[src/rtl/msi_req_pkg.sv]
package msi_req_pkg;
  localparam int NUM_VEC   = 32;
  localparam int VEC_W     = $clog2(NUM_VEC);
  localparam int FUNC_W    = 4;
  localparam int NUM_PF    = 2;
  localparam int PF_SLOTS  = 4;
  localparam int NUM_VF    = 6;
  localparam int NUM_CODES = PF_SLOTS + NUM_VF;
  localparam int MME_W     = 3;
  localparam int ATTR_W    = 3;
  localparam int TPHT_W    = 2;
  localparam int TAG_W     = 9;

  typedef struct packed {
    logic [FUNC_W-1:0] func;
    logic [VEC_W-1:0]  vec;
    logic [ATTR_W-1:0] attr;
    logic              tph_p;
    logic [TPHT_W-1:0] tph_t;
    logic [TAG_W-1:0]  tag;
  } msi_req_t;

  typedef enum logic [2:0] {
    ST_IDLE, ST_CHECK, ST_HOLD, ST_SEND, ST_SENT, ST_FAIL
  } msi_st_e;

  function automatic logic code_used(input logic [FUNC_W-1:0] f);
    return (f < FUNC_W'(NUM_PF)) ||
           ((f >= FUNC_W'(PF_SLOTS)) && (f < FUNC_W'(NUM_CODES)));
  endfunction
endpackage

[src/rtl/msi_req_capture.sv]
module msi_req_capture
  import msi_req_pkg::*;
(
  input  logic              clk,
  input  logic              rst_n,
  input  logic [NUM_VEC-1:0] vec_in,
  input  logic [FUNC_W-1:0] func_in,
  input  logic [ATTR_W-1:0] attr_in,
  input  logic              tph_p_in,
  input  logic [TPHT_W-1:0] tph_t_in,
  input  logic [TAG_W-1:0]  tag_in,
  input  logic              take,
  output logic              rise_any,
  output msi_req_t          req_q
);
  logic [NUM_VEC-1:0] prev_q;
  logic [NUM_VEC-1:0] rise;
  logic [VEC_W-1:0]   first_idx;
  msi_req_t           req_d;

  // edge detect and lowest rising index
  always_comb begin
    rise      = vec_in & ~prev_q;
    rise_any  = |rise;
    first_idx = '0;
    for (int i = NUM_VEC - 1; i >= 0; i--) begin
      if (rise[i]) first_idx = VEC_W'(i);
    end
  end

  always_comb begin
    req_d = req_q;
    if (take) begin
      req_d.func  = func_in;
      req_d.vec   = first_idx;
      req_d.attr  = attr_in;
      req_d.tph_p = tph_p_in;
      req_d.tph_t = tph_t_in;
      req_d.tag   = tag_in;
    end
  end

  always_ff @(posedge clk or negedge rst_n) begin
    if (!rst_n) begin
      prev_q <= '0;
      req_q  <= '0;
    end else begin
      prev_q <= vec_in;
      req_q  <= req_d;
    end
  end
endmodule

[src/rtl/msi_req_policy.sv]
module msi_req_policy
  import msi_req_pkg::*;
(
  input  msi_req_t                     req,
  input  logic [NUM_CODES-1:0]         fn_en,
  input  logic [NUM_CODES*MME_W-1:0]   mme_flat,
  input  logic [NUM_CODES*NUM_VEC-1:0] mask_flat,
  output logic                         allow,
  output logic                         masked
);
  logic [NUM_CODES-1:0] hit;
  logic                 en_bit;
  logic [MME_W-1:0]     mme_sel;
  logic [MME_W-1:0]     lim;
  logic [NUM_VEC-1:0]   mask_row;
  logic [VEC_W-1:0]     over;

  // one decoder line per function code
  for (genvar c = 0; c < NUM_CODES; c++) begin : g_dec
    assign hit[c] = (req.func == FUNC_W'(c));
  end

  always_comb begin
    en_bit   = 1'b0;
    mme_sel  = '0;
    mask_row = '0;
    for (int c = 0; c < NUM_CODES; c++) begin
      if (hit[c]) begin
        en_bit   = fn_en[c];
        mme_sel  = mme_flat[c*MME_W +: MME_W];
        mask_row = mask_flat[c*NUM_VEC +: NUM_VEC];
      end
    end
    lim    = (mme_sel > MME_W'(VEC_W)) ? MME_W'(VEC_W) : mme_sel;
    over   = req.vec >> lim;
    allow  = code_used(req.func) && en_bit && (over == '0);
    masked = mask_row[req.vec];
  end
endmodule

[src/rtl/msi_req_fsm.sv]
module msi_req_fsm
  import msi_req_pkg::*;
(
  input  logic clk,
  input  logic rst_n,
  input  logic rise_any,
  input  logic allow,
  input  logic masked,
  input  logic dn_ready,
  input  logic dn_abort,
  output logic take,
  output logic dn_valid,
  output logic sent,
  output logic fail,
  output logic proto_err
);
  msi_st_e st_q, st_d;
  logic    err_q, err_d;

  always_comb begin
    st_d = st_q;
    take = 1'b0;
    unique case (st_q)
      ST_IDLE:  if (rise_any) begin take = 1'b1; st_d = ST_CHECK; end
      ST_CHECK: begin
        if (!allow)      st_d = ST_FAIL;
        else if (masked) st_d = ST_HOLD;
        else             st_d = ST_SEND;
      end
      ST_HOLD:  if (!masked) st_d = ST_SEND;
      ST_SEND: begin
        if (dn_abort)      st_d = ST_FAIL;
        else if (dn_ready) st_d = ST_SENT;
      end
      ST_SENT:  st_d = ST_IDLE;
      ST_FAIL:  st_d = ST_IDLE;
      default:  st_d = ST_IDLE;
    endcase
    err_d = (st_q != ST_IDLE) && rise_any;
  end

  always_ff @(posedge clk or negedge rst_n) begin
    if (!rst_n) begin
      st_q  <= ST_IDLE;
      err_q <= 1'b0;
    end else begin
      st_q  <= st_d;
      err_q <= err_d;
    end
  end

  assign dn_valid  = (st_q == ST_SEND);
  assign sent      = (st_q == ST_SENT);
  assign fail      = (st_q == ST_FAIL);
  assign proto_err = err_q;


  sent_fail_excl_chk: assert property (@(posedge clk) disable iff (!rst_n)
    !(sent && fail));

  sent_single_chk: assert property (@(posedge clk) disable iff (!rst_n)
    sent |=> !sent);

  ready_to_sent_chk: assert property (@(posedge clk) disable iff (!rst_n)
    dn_valid && dn_ready && !dn_abort |=> sent && !dn_valid);

  abort_to_fail_chk: assert property (@(posedge clk) disable iff (!rst_n)
    dn_valid && dn_abort |=> fail && !dn_valid);

  reject_to_fail_chk: assert property (@(posedge clk) disable iff (!rst_n)
    (st_q == ST_CHECK) && !allow |=> fail);
endmodule

[src/rtl/msi_req_ctrl.sv]
module msi_req_ctrl
  import msi_req_pkg::*;
(
  input  logic                         clk,
  input  logic                         rst_n,
  input  logic [NUM_VEC-1:0]           irq_vec,
  input  logic [FUNC_W-1:0]            irq_func,
  input  logic [ATTR_W-1:0]            irq_attr,
  input  logic                         irq_tph_present,
  input  logic [TPHT_W-1:0]            irq_tph_type,
  input  logic [TAG_W-1:0]             irq_tph_tag,
  input  logic [NUM_CODES-1:0]         func_msi_en,
  input  logic [NUM_CODES*MME_W-1:0]   func_mme,
  input  logic [NUM_CODES*NUM_VEC-1:0] func_mask,
  output logic                         dn_valid,
  input  logic                         dn_ready,
  input  logic                         dn_abort,
  output logic [FUNC_W-1:0]            dn_func,
  output logic [VEC_W-1:0]             dn_vec,
  output logic [ATTR_W-1:0]            dn_attr,
  output logic                         dn_tph_present,
  output logic [TPHT_W-1:0]            dn_tph_type,
  output logic [TAG_W-1:0]             dn_tph_tag,
  output logic                         irq_sent,
  output logic                         irq_fail,
  output logic                         irq_proto_err
);
  logic [1:0] rst_sync_q;
  logic       rst_n_int;
  logic       take, rise_any, allow, masked;
  msi_req_t   req_q;

  // asynchronous assertion, synchronous release
  always_ff @(posedge clk or negedge rst_n) begin
    if (!rst_n) rst_sync_q <= 2'b00;
    else        rst_sync_q <= {rst_sync_q[0], 1'b1};
  end
  assign rst_n_int = rst_sync_q[1];

  msi_req_capture u_cap (
    .clk(clk), .rst_n(rst_n_int), .vec_in(irq_vec), .func_in(irq_func),
    .attr_in(irq_attr), .tph_p_in(irq_tph_present), .tph_t_in(irq_tph_type),
    .tag_in(irq_tph_tag), .take(take), .rise_any(rise_any), .req_q(req_q)
  );

  msi_req_policy u_pol (
    .req(req_q), .fn_en(func_msi_en), .mme_flat(func_mme),
    .mask_flat(func_mask), .allow(allow), .masked(masked)
  );

  msi_req_fsm u_fsm (
    .clk(clk), .rst_n(rst_n_int), .rise_any(rise_any), .allow(allow),
    .masked(masked), .dn_ready(dn_ready), .dn_abort(dn_abort), .take(take),
    .dn_valid(dn_valid), .sent(irq_sent), .fail(irq_fail),
    .proto_err(irq_proto_err)
  );

  assign dn_func        = req_q.func;
  assign dn_vec         = req_q.vec;
  assign dn_attr        = req_q.attr;
  assign dn_tph_present = req_q.tph_p;
  assign dn_tph_type    = req_q.tph_t;
  assign dn_tph_tag     = req_q.tag;


  hold_payload_chk: assert property (@(posedge clk) disable iff (!rst_n_int)
    dn_valid && !dn_ready && !dn_abort |=> dn_valid && $stable(dn_func) &&
    $stable(dn_vec) && $stable(dn_attr) && $stable(dn_tph_tag) &&
    $stable(dn_tph_type) && $stable(dn_tph_present));

  no_dual_end_chk: assert property (@(posedge clk) disable iff (!rst_n_int)
    irq_fail |=> !irq_fail);
endmodule

[config.mk]
export PLATFORM = sky130hd
export DESIGN_NAME = msi_req_ctrl
export DESIGN_NICKNAME = d
export VERILOG_FILES = /design/src/rtl/msi_req_pkg.sv /design/src/rtl/msi_req_capture.sv /design/src/rtl/msi_req_policy.sv /design/src/rtl/msi_req_fsm.sv /design/src/rtl/msi_req_ctrl.sv
export SDC_FILE = /design/constraint.sdc
export NUM_CORES = 1
export LEC_CHECK = 0
export BUFFER_PORTS_ARGS = -buffer_cell sky130_fd_sc_hd__buf_2
export CAP_MARGIN = 20
export CORE_AREA = 2 2 172 174
export DETAILED_ROUTE_END_ITERATION = 12
export DIE_AREA = 0 0 174 176
export GPL_ROUTABILITY_DRIVEN = 1
export GPL_TIMING_DRIVEN = 1
export PLACE_DENSITY = 0.49
export RECOVER_POWER = 100
export SLEW_MARGIN = 15
export SYNTH_ARGS = -nofsm -noshare
export SYNTH_HDL_FRONTEND = slang
export SYNTH_SLANG_ARGS = --single-unit
[constraint.sdc]
create_clock -name clk -period 5.24 [get_ports clk]
set_input_delay 1.31 -clock clk [delete_from_list [all_inputs] [get_ports clk]]
set_output_delay 1.31 -clock clk [all_outputs]
set_load 0.1 [all_outputs]
==> metrics.md <==
| Metric | Value |
|---|---|
| Post-CTS Setup Bufs | 0 |
| CP required | 3930 ps |
| Worst Path Max Fanout | 46 |
| Via count | 8232 |
| Yosys top cell by area | dfrtp_1 |
| Synth top area share | 24.11% |
| Floorplan row count | 62 |
| Final Hold Vio Count | 0 |
| Final setup viols | 0 |
| Slew Viols, Final | 62 |
| Critical Path AT | 3140 ps |
| # clock sinks | 62 |
| Grt total ovfl | 0 |
| Gr usage total | 24.44% |
| Slew margin rel. | -83.43% |
| Vias per cell | 5.263 |
| Post-synth EDFFs | 0 |
| CTS Hold Buffers Added | 0 |
| DIE WIDTH | 174 um |
| Layout Area Growth over Synthesis | 41.55% |
| Post-route DRC | 0 |
| Predominant post-synthesis flop cell | dfrtp_1 |
| Placed Cells | 1537 |
| Largest cells by area after synthesis | dfrtp_1, mux4_2, a21oi_1 |
| DP HPWL | 31.35 mm |
| Hold crit path type | reg2async |
| Initial DRC count | 800 |
| CTS H-tree depth | 3 |
| Final WS setup | 793.3 ps |
| Crit-path cells | clkbuf_2 -> buf_2 |
| Worst slew pin tran | 2751 ps |
| Achievable Freq | 0.2249 GHz |
| Largest net degree at the start of global routing | 51 |
| Syn nets | 1177 |
| Starting density of the core | 22.54% |
| Reg clk slew, reported paths | 60 ps |
| DRT Pass-1 Iters | 5 |
| Initial antenna violation count | 16 |
| WP buf/inv | 2 |
| First-pass GRT wire length | 55.66 mm |
| # fillers | 3202 |
| Critical path class | reg2out |
| CTS max path bufs | 2 |
| Synthesized area | 6435 sq um |
| CTS tree | yes |
| Synth cell count leaders | a21oi_1, nand2_1, dfrtp_1, o21ai_0, nor2_1 |
| Count leader, synth | a21oi_1 |
| Vias in the first global route | 8431 |
| PwrDens | 591.5 nW/um^2 |
| Mapped Avg Cell Area | 8.445 sq um |
| Clock root cell | clkbuf_16 |
| WL final | 39.05 mm |
| Post-route non-filler standard cell count | 1564 |
| DP Worst Slack | 1366 ps |
| I/O pins | 443 |
| Share of cells above drive strength 1 | 42.26% |
| CP Launch Type | flop |
| RePlAce Congestion | 0.9271 |
| Crit. End Element | output port |
| Post-route antenna net violation count | 0 |
| RSZ-0062 raised after global routing | no |
| Asr flop ratio synth | 100.0% |
| Outcome | finished with violations |
| Critical path's largest stage delay | 1080 ps |
| Seq/Total Area, Yosys | 24.11% |
| Tmin final | 4447 ps |
| CTS Buf Count | 9 |
| Drt wl/cell | 24.97 um |
| TNS Setup | 0 ps |
| Worst skew pair latency | 330 ps |
| Final period util | 84.86% |
| Synth Warn # | 0 |
| Clock Skews | 6.766 ps |
| Register bit count reported by yosys | 62 |
| Top Family by Delay on Critical Path | buffers and inverters |
| Leak | 4.008 nW |
| Cell variety after synth | 82 |
| Worst path slowest cell | clkbuf_2 |
| Violated checks | capacitance limit, slew limit |
| Full die area | 30620 sq um |
| Mapped Cells | 762 |
| I/O Buffers | 442 |
| Core area | 28550 sq um |
| MaxCap Viol Count | 2 |
| Die Height | 176 um |
| Worst vdd ir | 0.0003978 V |
| PostCTS Resize Cnt | 0 |
| Final #Nets | 1579 |
==> state kept, by name, summed over array words and instances (netlist names) <==
signal,count
u_fsm.st_q,3
rst_sync_q,2
u_cap.prev_q,32
u_cap.req_q,24
u_fsm.proto_err,1
==> layout make-up <==
cell class,count,area [sq um],share of cell area (%)
Multi-Input combinational cell,619,4431,48.64
Inverter,13,51.30,0.5632
Clock inverter,7,51.30,0.5632
Timing Repair Buffer,459,2285,25.08
Antenna cell,11,27.53,0.3022
Sequential cell,62,1558,17.10
Tap cell,384,480.5,5.275
Clock buffer,9,225.2,2.473
==> metrics by stage <==
step / hold slack [ps] / area (sq um) / total power (W) / util (%)
2_1_floorplan: 331.2 / 6435 / 0.003708 / -
3_3_place_gp: 138.1 / 8881 / 0.004858 / 31.11
3_5_place_dp: 136.6 / 8881 / 0.004865 / 31.11
4_1_cts: 140.7 / 9158 / 0.005427 / 32.08
5_1_grt: 235.5 / 9096 / 0.005678 / 31.86
6_report: 186.4 / 9109 / 0.005388 / 31.91
==> per-layer routing <==
| layer | global-route usage, % | up-vias | wire length, um |
|---|---|---|---|
| met5 | 0 | - | 97 |
| met3 | 7.192 | 72 | 3357 |
| met1 | 29.25 | 3941 | 15670 |
| li1 | - | 3777 | - |
| met4 | 6.828 | 14 | 961 |
| met2 | 42.63 | 428 | 18970 |
==> kinds of logic (layout without fill, tap and decap cells) <==
kind of cell    after synthesis  after routing  synth area share [%]
simple gates                231            231                 18.90
buf+inv                      81            488                 7.253
compound gates              299            299                 31.42
other cells                   1             12               0.05828
mux                          88             88                 18.26
flops                        62             62                 24.11
==> final timing paths <==
kind | from | endpoint | slack, ps | depth (start not counted)
max in group asynchronous | rst_sync_q[1] | u_cap.req_q[21] | 1730 | 1
setup / recovery | u_cap.req_q[20] | dn_func[0] | 790 | 2
setup reg to reg | u_cap.req_q[20] | u_fsm.st_q[0] | 860 | 10
hold / removal | rst_sync_q[1] | u_cap.req_q[9] | 190 | 0
min in group clk | rst_sync_q[0] | rst_sync_q[1] | 350 | 0
hold reg to reg | rst_sync_q[1] | u_cap.req_q[9] | 190 | 0
==> cell usage in the layout (no fill, tap or decap), types with 4 or more instances in the layout <==
cell       instances
nor3_1            12
buf_2            393
mux2i_1           36
clkbuf_1          49
nor4_1             5
o21ai_0           58
diode_2           11
a2111oi_0          9
mux4_2            20
clkbuf_16          9
nor2_1            41
a22oi_1           19
o211ai_1           8
nor2b_1           31
a2bb2oi_1          4
o31ai_1            7
a21oi_1           72
a22o_1             6
nand2b_1          22
inv_1             11
or4_1              4
a311oi_1           7
dfrtp_1           59
o22ai_1           12
o221ai_1           6
a31oi_1           18
a221oi_1          10
nand2_1           63
mux2_2            30
and3_1             6
a211oi_1          15
buf_4             14
nand3_1           17
o2bb2ai_1          6
==> where the power goes <==
group / total [W] / switching (W) / internal (W)
Sequential: 0.000908 / 0.000305 / 0.000602
Combinational: 0.00394 / 0.00268 / 0.00126
Clock: 0.000540 / 0.000220 / 0.000320
(Power assumes the default switching activity.)
